--- config.mk ---
export PLATFORM = sky130hd
export DESIGN_NAME = ldw_combiner
export DESIGN_NICKNAME = d
export VERILOG_FILES = /design/src/rtl/ldw_pkg.sv /design/src/rtl/ldw_lane_reduce.sv /design/src/rtl/ldw_pair_select.sv /design/src/rtl/ldw_inst_select.sv /design/src/rtl/ldw_channel.sv /design/src/rtl/ldw_combiner.sv
export SDC_FILE = /design/constraint.sdc
export NUM_CORES = 1
export LEC_CHECK = 0
export ABC_AREA = 1
export BUFFER_PORTS_ARGS = -buffer_cell sky130_fd_sc_hd__buf_2
export CAP_MARGIN = 20
export CORE_AREA = 2 2 39 41
export CTS_CLUSTER_DIAMETER = 80
export CTS_CLUSTER_SIZE = 14
export DETAILED_ROUTE_END_ITERATION = 6
export DIE_AREA = 0 0 41 43
export GPL_TIMING_DRIVEN = 0
export PLACE_DENSITY = 0.73
export SYNTH_ARGS = -nofsm -noshare
export SYNTH_HDL_FRONTEND = slang
export SYNTH_SLANG_ARGS = --single-unit
--- constraint.sdc ---
create_clock -name clk -period 0.8 [get_ports clk]
set_input_delay 0.08 -clock clk [delete_from_list [all_inputs] [get_ports clk]]
set_output_delay 0.08 -clock clk [all_outputs]
set_load 0.02 [all_outputs]
--- src/rtl/ldw_pkg.sv ---
// Shared select encodings for the load/store watchpoint combiner.
package ldw_pkg;
    localparam int SEL_W = 3;
    // Pair-select codes, used for both the address field and the data field.
    localparam logic [SEL_W-1:0] PSEL_A      = 3'd0;
    localparam logic [SEL_W-1:0] PSEL_B      = 3'd1;
    localparam logic [SEL_W-1:0] PSEL_AND    = 3'd2;
    localparam logic [SEL_W-1:0] PSEL_OR     = 3'd3;
    // Skip code, shared by all three fields.
    localparam logic [SEL_W-1:0] SEL_SKIP    = 3'd4;
endpackage

--- src/rtl/ldw_lane_reduce.sv ---
// Reduces the per-lane data comparator hits to the four data terms.
// Assumes lane i of G pairs with lane i of H.
module ldw_lane_reduce #(
    parameter int NUM_LANES = 4
) (
    input  logic [NUM_LANES-1:0] g_lane,
    input  logic [NUM_LANES-1:0] h_lane,
    output logic                 g_any,
    output logic                 h_any,
    output logic                 gh_lane_and,
    output logic                 gh_any
);
    // Lane-wise pairing happens before the OR over lanes.
    always_comb begin
        g_any       = |g_lane;
        h_any       = |h_lane;
        gh_lane_and = |(g_lane & h_lane);
        gh_any      = g_any | h_any;
    end
endmodule

--- src/rtl/ldw_pair_select.sv ---
// Five-way selector for a pair of comparators (A, B, A&B, A|B, skip).
// Codes above the skip code give 0 (never match).
module ldw_pair_select
    import ldw_pkg::*;
(
    input  logic [SEL_W-1:0] sel,
    input  logic             a_hit,
    input  logic             b_hit,
    input  logic             both_hit,
    input  logic             either_hit,
    output logic             term
);
    // Pick the combined comparator term.
    always_comb begin
        unique case (sel)
            PSEL_A:   term = a_hit;
            PSEL_B:   term = b_hit;
            PSEL_AND: term = both_hit;
            PSEL_OR:  term = either_hit;
            SEL_SKIP: term = 1'b1;
            default:  term = 1'b0;
        endcase
    end
endmodule

--- src/rtl/ldw_inst_select.sv ---
// Picks one instruction watchpoint event, or skips the term.
// Assumes NUM_IW does not exceed the skip code.
module ldw_inst_select
    import ldw_pkg::*;
#(
    parameter int NUM_IW = 4
) (
    input  logic [SEL_W-1:0]  sel,
    input  logic [NUM_IW-1:0] iw_evt,
    output logic              term
);
    // Index the chosen event. Skip gives 1 and unused codes give 0.
    always_comb begin
        term = (sel == SEL_SKIP);
        for (int k = 0; k < NUM_IW; k++) begin
            if (sel == SEL_W'(k)) term = iw_evt[k];
        end
    end
endmodule

--- src/rtl/ldw_channel.sv ---
// One watchpoint: selects three terms, ANDs them with the access
// strobe, and registers the result.
module ldw_channel
    import ldw_pkg::*;
#(
    parameter int NUM_IW = 4
) (
    input  logic              clk,
    input  logic              rst_n,
    input  logic [NUM_IW-1:0] iw_evt,
    input  logic              e_hit,
    input  logic              f_hit,
    input  logic              g_any,
    input  logic              h_any,
    input  logic              gh_lane_and,
    input  logic              gh_any,
    input  logic              ls_valid,
    input  logic [SEL_W-1:0]  isel,
    input  logic [SEL_W-1:0]  asel,
    input  logic [SEL_W-1:0]  dsel,
    output logic              wp
);
    logic i_term, a_term, d_term;

    ldw_inst_select #(.NUM_IW(NUM_IW)) u_isel (
        .sel(isel), .iw_evt(iw_evt), .term(i_term)
    );

    ldw_pair_select u_asel (
        .sel(asel), .a_hit(e_hit), .b_hit(f_hit),
        .both_hit(e_hit & f_hit), .either_hit(e_hit | f_hit), .term(a_term)
    );

    ldw_pair_select u_dsel (
        .sel(dsel), .a_hit(g_any), .b_hit(h_any),
        .both_hit(gh_lane_and), .either_hit(gh_any), .term(d_term)
    );

    // Register the gated watchpoint pulse.
    always_ff @(posedge clk) begin
        if (!rst_n) wp <= 1'b0;
        else        wp <= ls_valid & i_term & a_term & d_term;
    end
endmodule

--- src/rtl/ldw_combiner.sv ---
// Top: shares one lane reducer and builds NUM_WP independent
// watchpoint channels. Config ports are packed with channel k at
// bits [SEL_W*k +: SEL_W].
module ldw_combiner
    import ldw_pkg::*;
#(
    parameter int NUM_IW    = 4,
    parameter int NUM_LANES = 4,
    parameter int NUM_WP    = 2,
    localparam int CFG_W    = NUM_WP * SEL_W
) (
    input  logic                 clk,
    input  logic                 rst_n,
    input  logic [NUM_IW-1:0]    iw_evt,
    input  logic                 addr_e_hit,
    input  logic                 addr_f_hit,
    input  logic [NUM_LANES-1:0] data_g_lane,
    input  logic [NUM_LANES-1:0] data_h_lane,
    input  logic                 ls_valid,
    input  logic [CFG_W-1:0]     cfg_isel,
    input  logic [CFG_W-1:0]     cfg_asel,
    input  logic [CFG_W-1:0]     cfg_dsel,
    output logic [NUM_WP-1:0]    wp_out
);
    logic g_any, h_any, gh_lane_and, gh_any;

    ldw_lane_reduce #(.NUM_LANES(NUM_LANES)) u_lanes (
        .g_lane(data_g_lane), .h_lane(data_h_lane),
        .g_any(g_any), .h_any(h_any),
        .gh_lane_and(gh_lane_and), .gh_any(gh_any)
    );

    for (genvar k = 0; k < NUM_WP; k++) begin : g_wp
        ldw_channel #(.NUM_IW(NUM_IW)) u_ch (
            .clk(clk), .rst_n(rst_n), .iw_evt(iw_evt),
            .e_hit(addr_e_hit), .f_hit(addr_f_hit),
            .g_any(g_any), .h_any(h_any),
            .gh_lane_and(gh_lane_and), .gh_any(gh_any),
            .ls_valid(ls_valid),
            .isel(cfg_isel[k*SEL_W +: SEL_W]),
            .asel(cfg_asel[k*SEL_W +: SEL_W]),
            .dsel(cfg_dsel[k*SEL_W +: SEL_W]),
            .wp(wp_out[k])
        );
    end
endmodule

==> run_results.csv <==
group,metric,value,unit
critical_path,critPathKind,"flip-flop to output pin",
finish,reg_top3,"g_wp.u_ch.wp: 2 flops",
clock_tree,hold_buffers,0,
power_and_ir_drop,power_frac_seq,19.1,%
critical_path,cp_slowest_stage_delay,0.31,ns
critical_path,cp_top_family,"flip-flops",
clock_tree,htreeDepth,1,
finish,final_net_count,158,
synth,yosys.area.top_type,"nand2_1",
sta,hold_viol_final,0,
finish,largest_reg_flops,2,
floorplanning,rows,14,
critical_path,end_kind,"output pin",
placement,place.gp.congestion,0.700,
floorplanning,die_w,41,µm
clock_tree,cts_resized,4,
sta,rsz0062_at_grt,"no",
finish,final_cell_mix,"34 x buf_2, 33 x nand2_1, 17 x inv_1, 9 x nor2_1, 6 x nand3_1",
synth,ys_ff_latch,2,
power_and_ir_drop,p_int,374,µW
route,wl,1000,µm
critical_path,cp-start-kind,"flip-flop",
route,vias,610,
power_and_ir_drop,ir_worst_vdd,0.275,mV
clock_tree,clockBufferDepth,2,
power_and_ir_drop,power_frac_comb,40.3,%
power_and_ir_drop,switching_share,30.4,%
critical_path,crit_slowest_cell,"dfxtp_1",
sta,holdWs,0.128,ns
synth,synth_area_per_cell,4.69,µm²
synth,yosysWarnings,0,
grt,grt_usage,13.7,%
sta,post-route-min-period,0.729,ns
synth,netlist.area_leader.share,31.4,%
status,status,"completed",
route,via_per_inst,4.45,
critical_path,path_cells,"buf_6",
critical_path,required,0.72,ns
clock_tree,clkSinkCount,2,
hold_path,holdPathStages,4,
grt,antenna_found_initial,0,
sta,max_slew.worst_pin.slew,0.214,ns
route,wl_per_cell,7.31,µm
synth,ys_top_cells_by_area,"nand2_1 31%, inv_1 16%, dfxtp_1 10%",
sta,setup_viol,0,
placement,hpwlAfterDp,921,µm
power_and_ir_drop,clkPwrFrac,40.6,%
synth,synth_cell_types,11,
floorplanning,dieHeight,43,µm
sta,drv_slew,0,
finish,layout_commonest_cell,"buf_2",
sta,maxSlewHeadroom,85.6,%
synth,yosysSeqAreaShare,10.2,%
hold_path,hold_path.class,"input pin to flip-flop",
synth,syn_nets,119,
power_and_ir_drop,powerDensity,875,nW/µm²
critical_path,worstSetupPathDepth,1,
placement,port_buffers,36,
clock_tree,numCtsBuffers,3,
route,drc_errors,0,
floorplanning,initial_core_util,28.5,%
critical_path,arrival,0.65,ns
power_and_ir_drop,leakage,0.000401,µW
power_and_ir_drop,p_sw,163,µW
critical_path,cp_num_buf_inv,1,
route,antenna_left,0,
clock_tree,cts_tree,"built",
clock_tree,post_cts_buffers,0,
critical_path,critPathMaxFanout,1,
sta,fmax,1370,MHz
finish,antennaDiodeCount,0,
grt,grt_max_degree,5,
synth,netlist_area,394,µm²
finish,final_util,44.4,%
grt,grt_pass1_wl,1690,µm
finish,syn2layout_area_growth,55.9,%
job,cap_violations,0,
finish,drive_gt1_share,33.9,%
floorplanning,pin_count,37,
route,drt_iter0_markers,7,
finish,regMostFlops,"g_wp.u_ch.wp",
grt,grt_pass1_vias,522,
clock_tree,root_buffer,"clkbuf_4",
sta,finalCritPeriodShare,91.1,%
route,dr.pass1.iters,4,
floorplanning,die-area,1760,µm²
synth,syn_inst,84,
clock_tree,path_clk_slew,0.03,ns
floorplanning,fp.coreArea,1380,µm²
grt,globalRouteOverflowTotal,0,
==> Yosys cell counts <==
cell	instances
nand2_1	33
o21ai_0	5
dfxtp_1	2
a21oi_2	1
inv_1	17
nand3_1	6
buf_4	2
nand2_2	1
o211ai_1	3
a21oi_1	5
nor2_1	9
==> cell families (layout without fill, tap and decap cells) <==
group	Yosys count	after routing	share of synthesized area (%)
DFF	2	2	10.2
buffers and inverters	19	56	20.0
AOI/OAI and AO/OA	14	14	20.6
and+or+nand+nor	49	49	49.2
==> through the flow <==
| stage | cells | area [µm²] | total power [µW] | setup WS (ns) | setup TNS, ns |
|---|---|---|---|---|---|
| after floorplan | 84 | 394 | 205 | 0.118 | 0 |
| after global placement | 136 | 594 | 317 | -0.0275 | -0.0275 |
| after detailed placement | 136 | 594 | 322 | -0.0376 | -0.0376 |
| after CTS | 137 | 614 | 550 | 0.0566 | 0 |
| after global routing | 137 | 614 | 595 | 0.0350 | 0 |
| final | 137 | 614 | 538 | 0.0712 | 0 |
==> worst paths after layout <==
kind                        start              end  slack (ns)
setup / recovery  g_wp[0].u_ch.wp        wp_out[0]        0.07
hold / removal        cfg_dsel[5]  g_wp[1].u_ch.wp        0.13
==> layer usage <==
layer  up-vias  share of wire, %  GRT usage [%]
met5         -                 0              0
met4         0              0.90           8.00
met3         2               9.2           3.14
met2        23                50           22.8
met1       254                40           14.6
li1        331                 -              -
==> area by class of cell <==
type | instances | area, µm²
Inverter | 17 | 63.8
Clock buffer | 3 | 22.5
Multi-Input combinational cell | 63 | 275
Sequential cell | 2 | 40.0
Timing Repair Buffer | 36 | 193
Fill cell | 147 | 769
Tap cell | 16 | 20.0
==> power by group through the flow <==
stage | combinational, µW | clock (µW) | sequential (µW)
final | 217 | 218 | 102
after global routing | 252 | 240 | 103
after CTS | 219 | 229 | 103
after detailed placement | 218 | 0 | 103
after global placement | 213 | 0 | 103
after floorplan | 102 | 0 | 103
Note: power is estimated with default switching activity, not from simulation.
